===== config.mk =====
export PLATFORM = sky130hd
export DESIGN_NAME = dly_retry_ctl
export DESIGN_NICKNAME = d
export VERILOG_FILES = /design/src/rtl/dly_retry_ctl.sv
export SDC_FILE = /design/constraint.sdc
export NUM_CORES = 1
export LEC_CHECK = 0
export BUFFER_PORTS_ARGS = -buffer_cell sky130_fd_sc_hd__buf_2
export CORE_UTILIZATION = 58
export CTS_CLUSTER_SIZE = 8
export DETAILED_ROUTE_END_ITERATION = 8
export GPL_ROUTABILITY_DRIVEN = 0
export PLACE_DENSITY = 0.84
export SYNTH_ARGS = -nofsm -noshare
export SYNTH_HDL_FRONTEND = slang
export SYNTH_SLANG_ARGS = --single-unit

===== constraint.sdc =====
create_clock -name clk -period 4.25 [get_ports clk]
set_input_delay 0.425 -clock clk [delete_from_list [all_inputs] [get_ports clk]]
set_output_delay 0.425 -clock clk [all_outputs]
set_load 0.005 [all_outputs]

===== src/rtl/dly_retry_ctl.sv =====
module dly_retry_ctl #(
  parameter int DEPTH = 4,
  parameter int AW = 32,
  parameter int CW = 4,
  parameter int PWW = 6,
  parameter int TW = 6,
  parameter int ACC_LIMIT = 16
) (
  input  logic          clk,
  input  logic          rst_n,
  input  logic          req_valid,
  input  logic [1:0]    req_kind,
  input  logic [AW-1:0] req_addr,
  input  logic [CW-1:0] req_cmd,
  input  logic          req_lock,
  input  logic          lock_active,
  input  logic          tgt_bus_locked,
  input  logic          prefetch_discard,
  input  logic          posted_pending,
  input  logic [PWW-1:0] pw_space,
  input  logic [TW-1:0] accept_est,
  input  logic          cpl_valid,
  output logic          rsp_accept,
  output logic          rsp_complete,
  output logic          rsp_retry,
  output logic [8:0]    rsp_cause,
  output logic          fwd_valid,
  output logic [AW-1:0] fwd_addr,
  output logic [CW-1:0] fwd_cmd,
  output logic          fwd_write
);
  localparam int PW = (DEPTH > 1) ? $clog2(DEPTH) : 1;

  logic [AW-1:0] q_addr [DEPTH];
  logic [CW-1:0] q_cmd  [DEPTH];
  logic [DEPTH-1:0] q_wr, q_vld, q_done;
  logic [PW-1:0] head, tail, cptr;
  logic [PW:0]   cnt;

  logic is_pw, is_wr, is_rd, full, hit;
  logic [PW-1:0] hit_idx;

  assign is_pw = req_kind[1];
  assign is_wr = !req_kind[1] && req_kind[0];
  assign is_rd = !req_kind[1] && !req_kind[0];
  assign full  = (cnt == (PW+1)'(DEPTH));

  always_comb begin
    hit = 1'b0;
    hit_idx = '0;
    for (int i = 0; i < DEPTH; i++)
      if (q_vld[i] && q_addr[i] == req_addr && q_cmd[i] == req_cmd && q_wr[i] == is_wr) begin
        hit = 1'b1;
        hit_idx = PW'(i);
      end
  end

  logic c_lock, c_time, c_disc, blk, q_ok, hit_done, hit_head;
  logic c_enter, c_pend, c_nhead, c_post, c_full, c_space, do_cpl, do_acc, cpl_ok;

  assign c_lock  = req_valid && ((lock_active && !req_lock) || (req_lock && tgt_bus_locked));
  assign c_time  = req_valid && (accept_est > TW'(ACC_LIMIT));
  assign c_disc  = req_valid && is_rd && prefetch_discard;
  assign blk     = c_lock || c_time || c_disc;
  assign q_ok    = req_valid && !is_pw && !blk;
  assign hit_done = q_done[hit_idx];
  assign hit_head = (hit_idx == head);
  assign c_enter = q_ok && !hit && !full;
  assign c_full  = q_ok && !hit && full;
  assign c_pend  = q_ok && hit && !hit_done;
  assign c_nhead = q_ok && hit && hit_done && !hit_head;
  assign c_post  = q_ok && hit && hit_done && hit_head && is_rd && posted_pending;
  assign do_cpl  = q_ok && hit && hit_done && hit_head && !(is_rd && posted_pending);
  assign c_space = req_valid && is_pw && (pw_space < PWW'(2));
  assign do_acc  = req_valid && is_pw && !blk && !c_space;
  assign cpl_ok  = cpl_valid && q_vld[cptr] && !q_done[cptr];

  function automatic logic [PW-1:0] inc(input logic [PW-1:0] p);
    return (p == PW'(DEPTH-1)) ? '0 : p + 1'b1;
  endfunction

  always_ff @(posedge clk) begin
    if (!rst_n) begin
      rsp_accept <= 1'b0;
      rsp_complete <= 1'b0;
      rsp_retry <= 1'b0;
      rsp_cause <= '0;
      fwd_valid <= 1'b0;
      fwd_addr <= '0;
      fwd_cmd <= '0;
      fwd_write <= 1'b0;
      head <= '0;
      tail <= '0;
      cptr <= '0;
      cnt <= '0;
      q_vld <= '0;
      q_done <= '0;
      q_wr <= '0;
    end else begin
      rsp_accept <= do_acc;
      rsp_complete <= do_cpl;
      rsp_retry <= req_valid && !do_acc && !do_cpl;
      rsp_cause <= {c_space, c_disc, c_time, c_lock, c_full, c_post, c_nhead, c_pend, c_enter};
      fwd_valid <= c_enter;
      if (c_enter) begin
        fwd_addr <= req_addr;
        fwd_cmd <= req_cmd;
        fwd_write <= is_wr;
        q_addr[tail] <= req_addr;
        q_cmd[tail] <= req_cmd;
        q_wr[tail] <= is_wr;
        q_vld[tail] <= 1'b1;
        q_done[tail] <= 1'b0;
        tail <= inc(tail);
        cnt <= cnt + 1'b1;
      end
      if (do_cpl) begin
        q_vld[head] <= 1'b0;
        head <= inc(head);
        cnt <= cnt - 1'b1;
      end
      if (cpl_ok) begin
        q_done[cptr] <= 1'b1;
        cptr <= inc(cptr);
      end
    end
  end
endmodule



; ---- After elaboration in Yosys (flattened, before gate mapping)
; Memories as Yosys holds them, arrays and structs flattened.
; Index checks and enable logic that the tools add are counted.
[totals]
regBits = 71
latchBits = 0
ramBits = 144
rom_bits = 0
out_inout_bits = 50
mem_count = 2
[memory_table]
columns = memory, words, word_bits, read_ports, rd_ports_with_merged_regs, write_ports, line_no
row1 = q_addr, 4, 32, 4, 0, 1, 34  ; logic [AW-1:0] q_addr [DEPTH];
row2 = q_cmd, 4, 4, 4, 0, 1, 35  ; logic [CW-1:0] q_cmd [DEPTH];
[op_classes]
add_sub_neg = 5
n_mul = 0
n_div = 0
magnitude_cmp = 9
eq_ne = 17
shift = 0
muxes = 34
n_bitwise = 6
n_reduce_logical = 62
[ops]
columns = operator, count
row1 = 32-bit equality test, 4
row2 = 1-bit logical AND, 45
row3 = 4-bit two-way mux, 6
row4 = 4-bit equality test, 4
row5 = 1-bit two-way mux, 14
row6 = 1-bit zero test, 13
row7 = "2-bit by 3-bit less-than comparator with 1-bit output, second input constant", 4
row8 = 2-bit two-way mux, 5
row9 = 4-bit bitwise AND, 2
row10 = 4-bit inverter, 2
row11 = 4-bit bitwise OR, 2
row12 = "2-bit by 1-bit adder with 2-bit output, second input constant", 3
row13 = 1-bit binary-select mux with 2-bit select, 3
row14 = 1-bit demux with 2-bit select, 3
row15 = "2-bit equality test, second input constant", 3
row16 = "2-bit by 1-bit greater-or-equal comparator with 1-bit output, second input constant", 3
row17 = "6-bit by 5-bit greater-than comparator with 1-bit output, second input constant", 1
row18 = "6-bit by 2-bit less-than comparator with 1-bit output, second input constant", 1
row19 = 3-bit two-way mux, 2
row20 = 4-bit bitwise mux, 1
row21 = 1-bit equality test, 4
row22 = "3-bit by 1-bit adder with 3-bit output, second input constant", 1
row23 = "3-bit equality test, second input constant", 1
row24 = 1-bit logical OR, 3
row25 = other kinds (3), 3

; ---- Longest topological paths before layout
; An unclocked memory read counts as a cell.
[logic_depth]
depth_word = 16
ltp_mapped = 15
ltp_nobuf = 12

; ---- Worst setup path after synthesis
; No wires, ideal clock.
[synth_timing]
path_kind = input to register
from = in accept_est[1]
to = mem q_addr[0][0], enable pin
setup_ps = 397
arrival_time_ps = 3080
required_time_ps = 3853
slack_ps = 773
path_stages = 9
n_path_buf = 2
path_cell_list = or4_1 > a21oi_1 > nand3_1 > nand2_1 > and3b_1 > and3_1 > clkbuf_1 > buf_1 > and3_1
[synth_via]
elab_chain_len = 11
[synth_lines]
columns = element, line_no
row1 = from (decl), 21  ; input logic [TW-1:0] accept_est,
row2 = 6-bit by 5-bit greater-than comparator with 1-bit output, 62  ; assign c_time = req_valid && (accept_est > TW'(ACC_LIMIT));
row3 = 1-bit logical AND, 62
row4 = 1-bit logical OR (2 in a row), 64  ; assign blk = c_lock || c_time || c_disc;
row5 = 1-bit zero test, 65  ; assign q_ok = req_valid && !is_pw && !blk;
row6 = 1-bit logical AND, 65
row7 = 1-bit logical AND (2 in a row), 68  ; assign c_enter = q_ok && !hit && !full;
row8 = 1-bit two-way mux, 105  ; if (c_enter) begin
row9 = 1-bit two-way mux, 83  ; if (!rst_n) begin
row10 = 1-bit two-way mux (implied by the code), 109  ; q_addr[tail] <= req_addr;
row11 = to (decl), 34
; No other way between the ends.

==> results.json <==
{
  "status": "complete, no violations",
  "nets": 856,
  "cts_root_buf": "clkbuf_16",
  "rows": 45,
  "final.period_utilization": 0.839,
  "slew_violations": 0,
  "worstReg2RegStart": "q_addr[2][31]",
  "wirelength_um": 20000,
  "dominantRegCellSynth": "edfxtp_1",
  "powerDensity_nw_per_um2": 450,
  "finalHoldViolCount": 0,
  "syn_nets": 760,
  "antenna-diode-count": 0,
  "final.min_clock_period_ns": 3.56,
  "grt_pass1_wl_um": 31700,
  "crit_path_end": "cnt[2]",
  "die_area_um2": 16100,
  "yosysTopAreaCell": "edfxtp_1",
  "yosys_warnings": 0,
  "cts_max_path_buffers": 3,
  "die_h_um": 127,
  "synth-edff-count": 144,
  "dp_cells": 940,
  "clk_pin_slew_worst_paths_ns": 0.05,
  "maxCapViolCount": 0,
  "setup_ws_ns": 0.686,
  "cts_hold_buf": 0,
  "finalNonFillerCells": 993,
  "skew_ns": 0.0210,
  "die_x_um": 127,
  "critical_path.max_fanout": 8,
  "synth_area_um2": 9040,
  "max_freq_mhz": 281,
  "area_growth_pct": 16.3,
  "rsz0062_at_grt": "false",
  "cts_buffers": 30,
  "finalSetupTns_ns": 0,
  "viasPerCell": 5.75,
  "slew_headroom": 0.305,
  "clk_latency_ns": 0.55,
  "rr_endpoint": "cnt[2]",
  "drc": 0,
  "ir_drop_uv": 396,
  "cts.htree.levels": 1,
  "grt.overflow.total": 0,
  "ys_top_cells_by_area": "edfxtp_1 48%, dfxtp_1 15%, xnor2_1 10%, mux2i_1 5.4%, xor2_1 3.8%",
  "yosysSeqAreaShare": 0.633,
  "drtIter0Drc": 619,
  "postCtsSetupRepairBufs": 0,
  "dr.pass1.iters": 5,
  "grt_start_max_net_pins": 55,
  "dpl.hpwl_um": 12700,
  "avgSynthCellArea_um2": 13.1,
  "grt_pass1_vias": 5846,
  "initial_core_util": 0.595,
  "r2r_cells": 11,
  "ys_async_sr_fraction": 0,
  "grt_util_all_layers": 0.259,
  "required_ns": 4.72,
  "power_uw": 4730,
  "dp_slack_ns": 0.548,
  "io_pins": 109,
  "fin_util": 0.691,
  "ys_types": 45,
  "synth-seq-cells": 214,
  "antenna_found_initial": 0,
  "path_class": "reg2reg",
  "worst_pin_slew_ns": 1.04,
  "vias": 5712,
  "worstSetupStartpoint": "q_addr[2][31]",
  "synthCells": 688,
  "drive_gt1_frac": 0.194,
  "post_cts_resize_count": 0,
  "critPathLaunchType": "flop",
  "p_leak_uw": 0.00382,
  "ant_nets": 0,
  "cts_tree": "done",
  "synth_top_area_frac": 0.478,
  "cts_sinks": 214,
  "worstHoldPathType": "in2reg",
  "wl_per_cell_um": 20.2,
  "r2r_slack_ns": 0.69,
  "port_buffers": 107,
  "core-area_um2": 15200,
  "setup_viol": 0,
  "endpoint_kind": "flop",
  "worstPathArrival_ns": 4.03
}
-- routing by layer --
layer,up-vias,routed length (um),track usage
met5,-,0,0
met1,2816,8150,0.323
li1,2597,-,-
met3,43,1270,0.0481
met4,0,485,0.0875
met2,256,10100,0.453
-- worst min-delay path by stage --
stage,slack [ns],endpoint,depth (start not counted),startpoint
final,0.14,rsp_cause[6],3,accept_est[5]
after global routing,0.15,rsp_cause[6],3,accept_est[5]
after CTS,0.13,rsp_cause[6],3,accept_est[5]
after detailed placement,0.47,cnt[2],2,cnt[2]
after global placement,0.46,cnt[2],2,cnt[2]
after floorplan,0.44,cnt[2],2,cnt[2]
-- worst max-delay path, cell delays in order (launching register included) --
cell	delay, ns
edfxtp_1	0.40
xor2_1	0.18
nor4_2	0.41
nand4_1	0.15
or4_1	0.63
o21ai_0	0.25
a2bb2oi_1	0.36
a211o_1	0.34
xnor2_1	0.12
ha_1	0.21
o31ai_2	0.24
mux2i_1	0.20
-- through the flow --
stage,cell area (um2),hold slack (ns)
6_report,10500,0.141
5_1_grt,10500,0.145
4_1_cts,10500,0.134
3_5_place_dp,9640,0.467
3_3_place_gp,9640,0.460
2_1_floorplan,9040,0.443
-- cells in the final DEF, fill, tap and decap left out, types with 2 or more instances in the layout --
cell / instances
buf_2: 107
nand2b_1: 3
nand4_1: 31
nand3_1: 7
dfxtp_1: 70
nand2_1: 19
a2bb2oi_1: 3
xnor2_1: 107
a22oi_1: 2
nor4_2: 3
nor4_1: 13
inv_1: 12
nor2b_1: 5
or4_1: 3
nor2_1: 65
buf_4: 10
clkbuf_16: 30
o21ai_0: 6
xor2_1: 39
mux2i_1: 49
ha_1: 13
and2_1: 6
clkbuf_1: 21
a21oi_1: 6
edfxtp_1: 144
nor3_1: 5
and3_1: 6
-- where the power goes --
group          switching [uW]  internal (uW)  leakage, uW
clock                     844           1330     0.000413
sequential               17.9           2260      0.00187
combinational             173            113      0.00155
total                    1040           3700      0.00382
-- cell usage after synthesis, types with 2 or more instances --
cell type,number
nand2b_1,3
inv_1,12
ha_1,13
nand2_1,19
buf_6,4
edfxtp_1,144
and2_1,6
dfxtp_1,70
xnor2_1,107
buf_2,14
nand4_1,31
o21ai_0,6
nor3_1,5
xor2_1,39
a2bb2oi_1,3
clkbuf_1,33
nand3_1,7
or4_1,3
mux2i_1,49
and3_1,7
nor2_1,65
a22oi_1,2
nor4_2,3
nor4_1,13
a21oi_1,6
nor2b_1,5
-- flip-flops by register name, summed over array words and instances (netlist names), 3 cells and up --
signal	flops
q_addr	128
fwd_addr	32
q_cmd	16
rsp_cause	9
fwd_cmd	4
q_done	4
q_vld	4
q_wr	4
cnt	3
-- cell type report --
class | instances | area [um2]
Multi-Input combinational cell | 408 | 3020
Timing Repair Buffer | 117 | 611
Inverter | 13 | 48.8
Sequential cell | 214 | 5730
Tap cell | 188 | 235
Clock inverter | 1 | 30.0
Fill cell | 982 | 4690
Clock buffer | 52 | 843
-- kinds of logic (layout without fill, tap and decap cells) --
family                     after synthesis  in the layout  synth area share
adders and majority gates               13             13            0.0180
DFF                                    214            214             0.633
muxes                                   49             49            0.0542
buffers and inverters                   66            183            0.0331
AOI/OAI and AO/OA                       28             28            0.0223
and+or+nand+nor                        172            172            0.0977
xor gates and xnor gates               146            146             0.141
(Power assumes the default switching activity.)
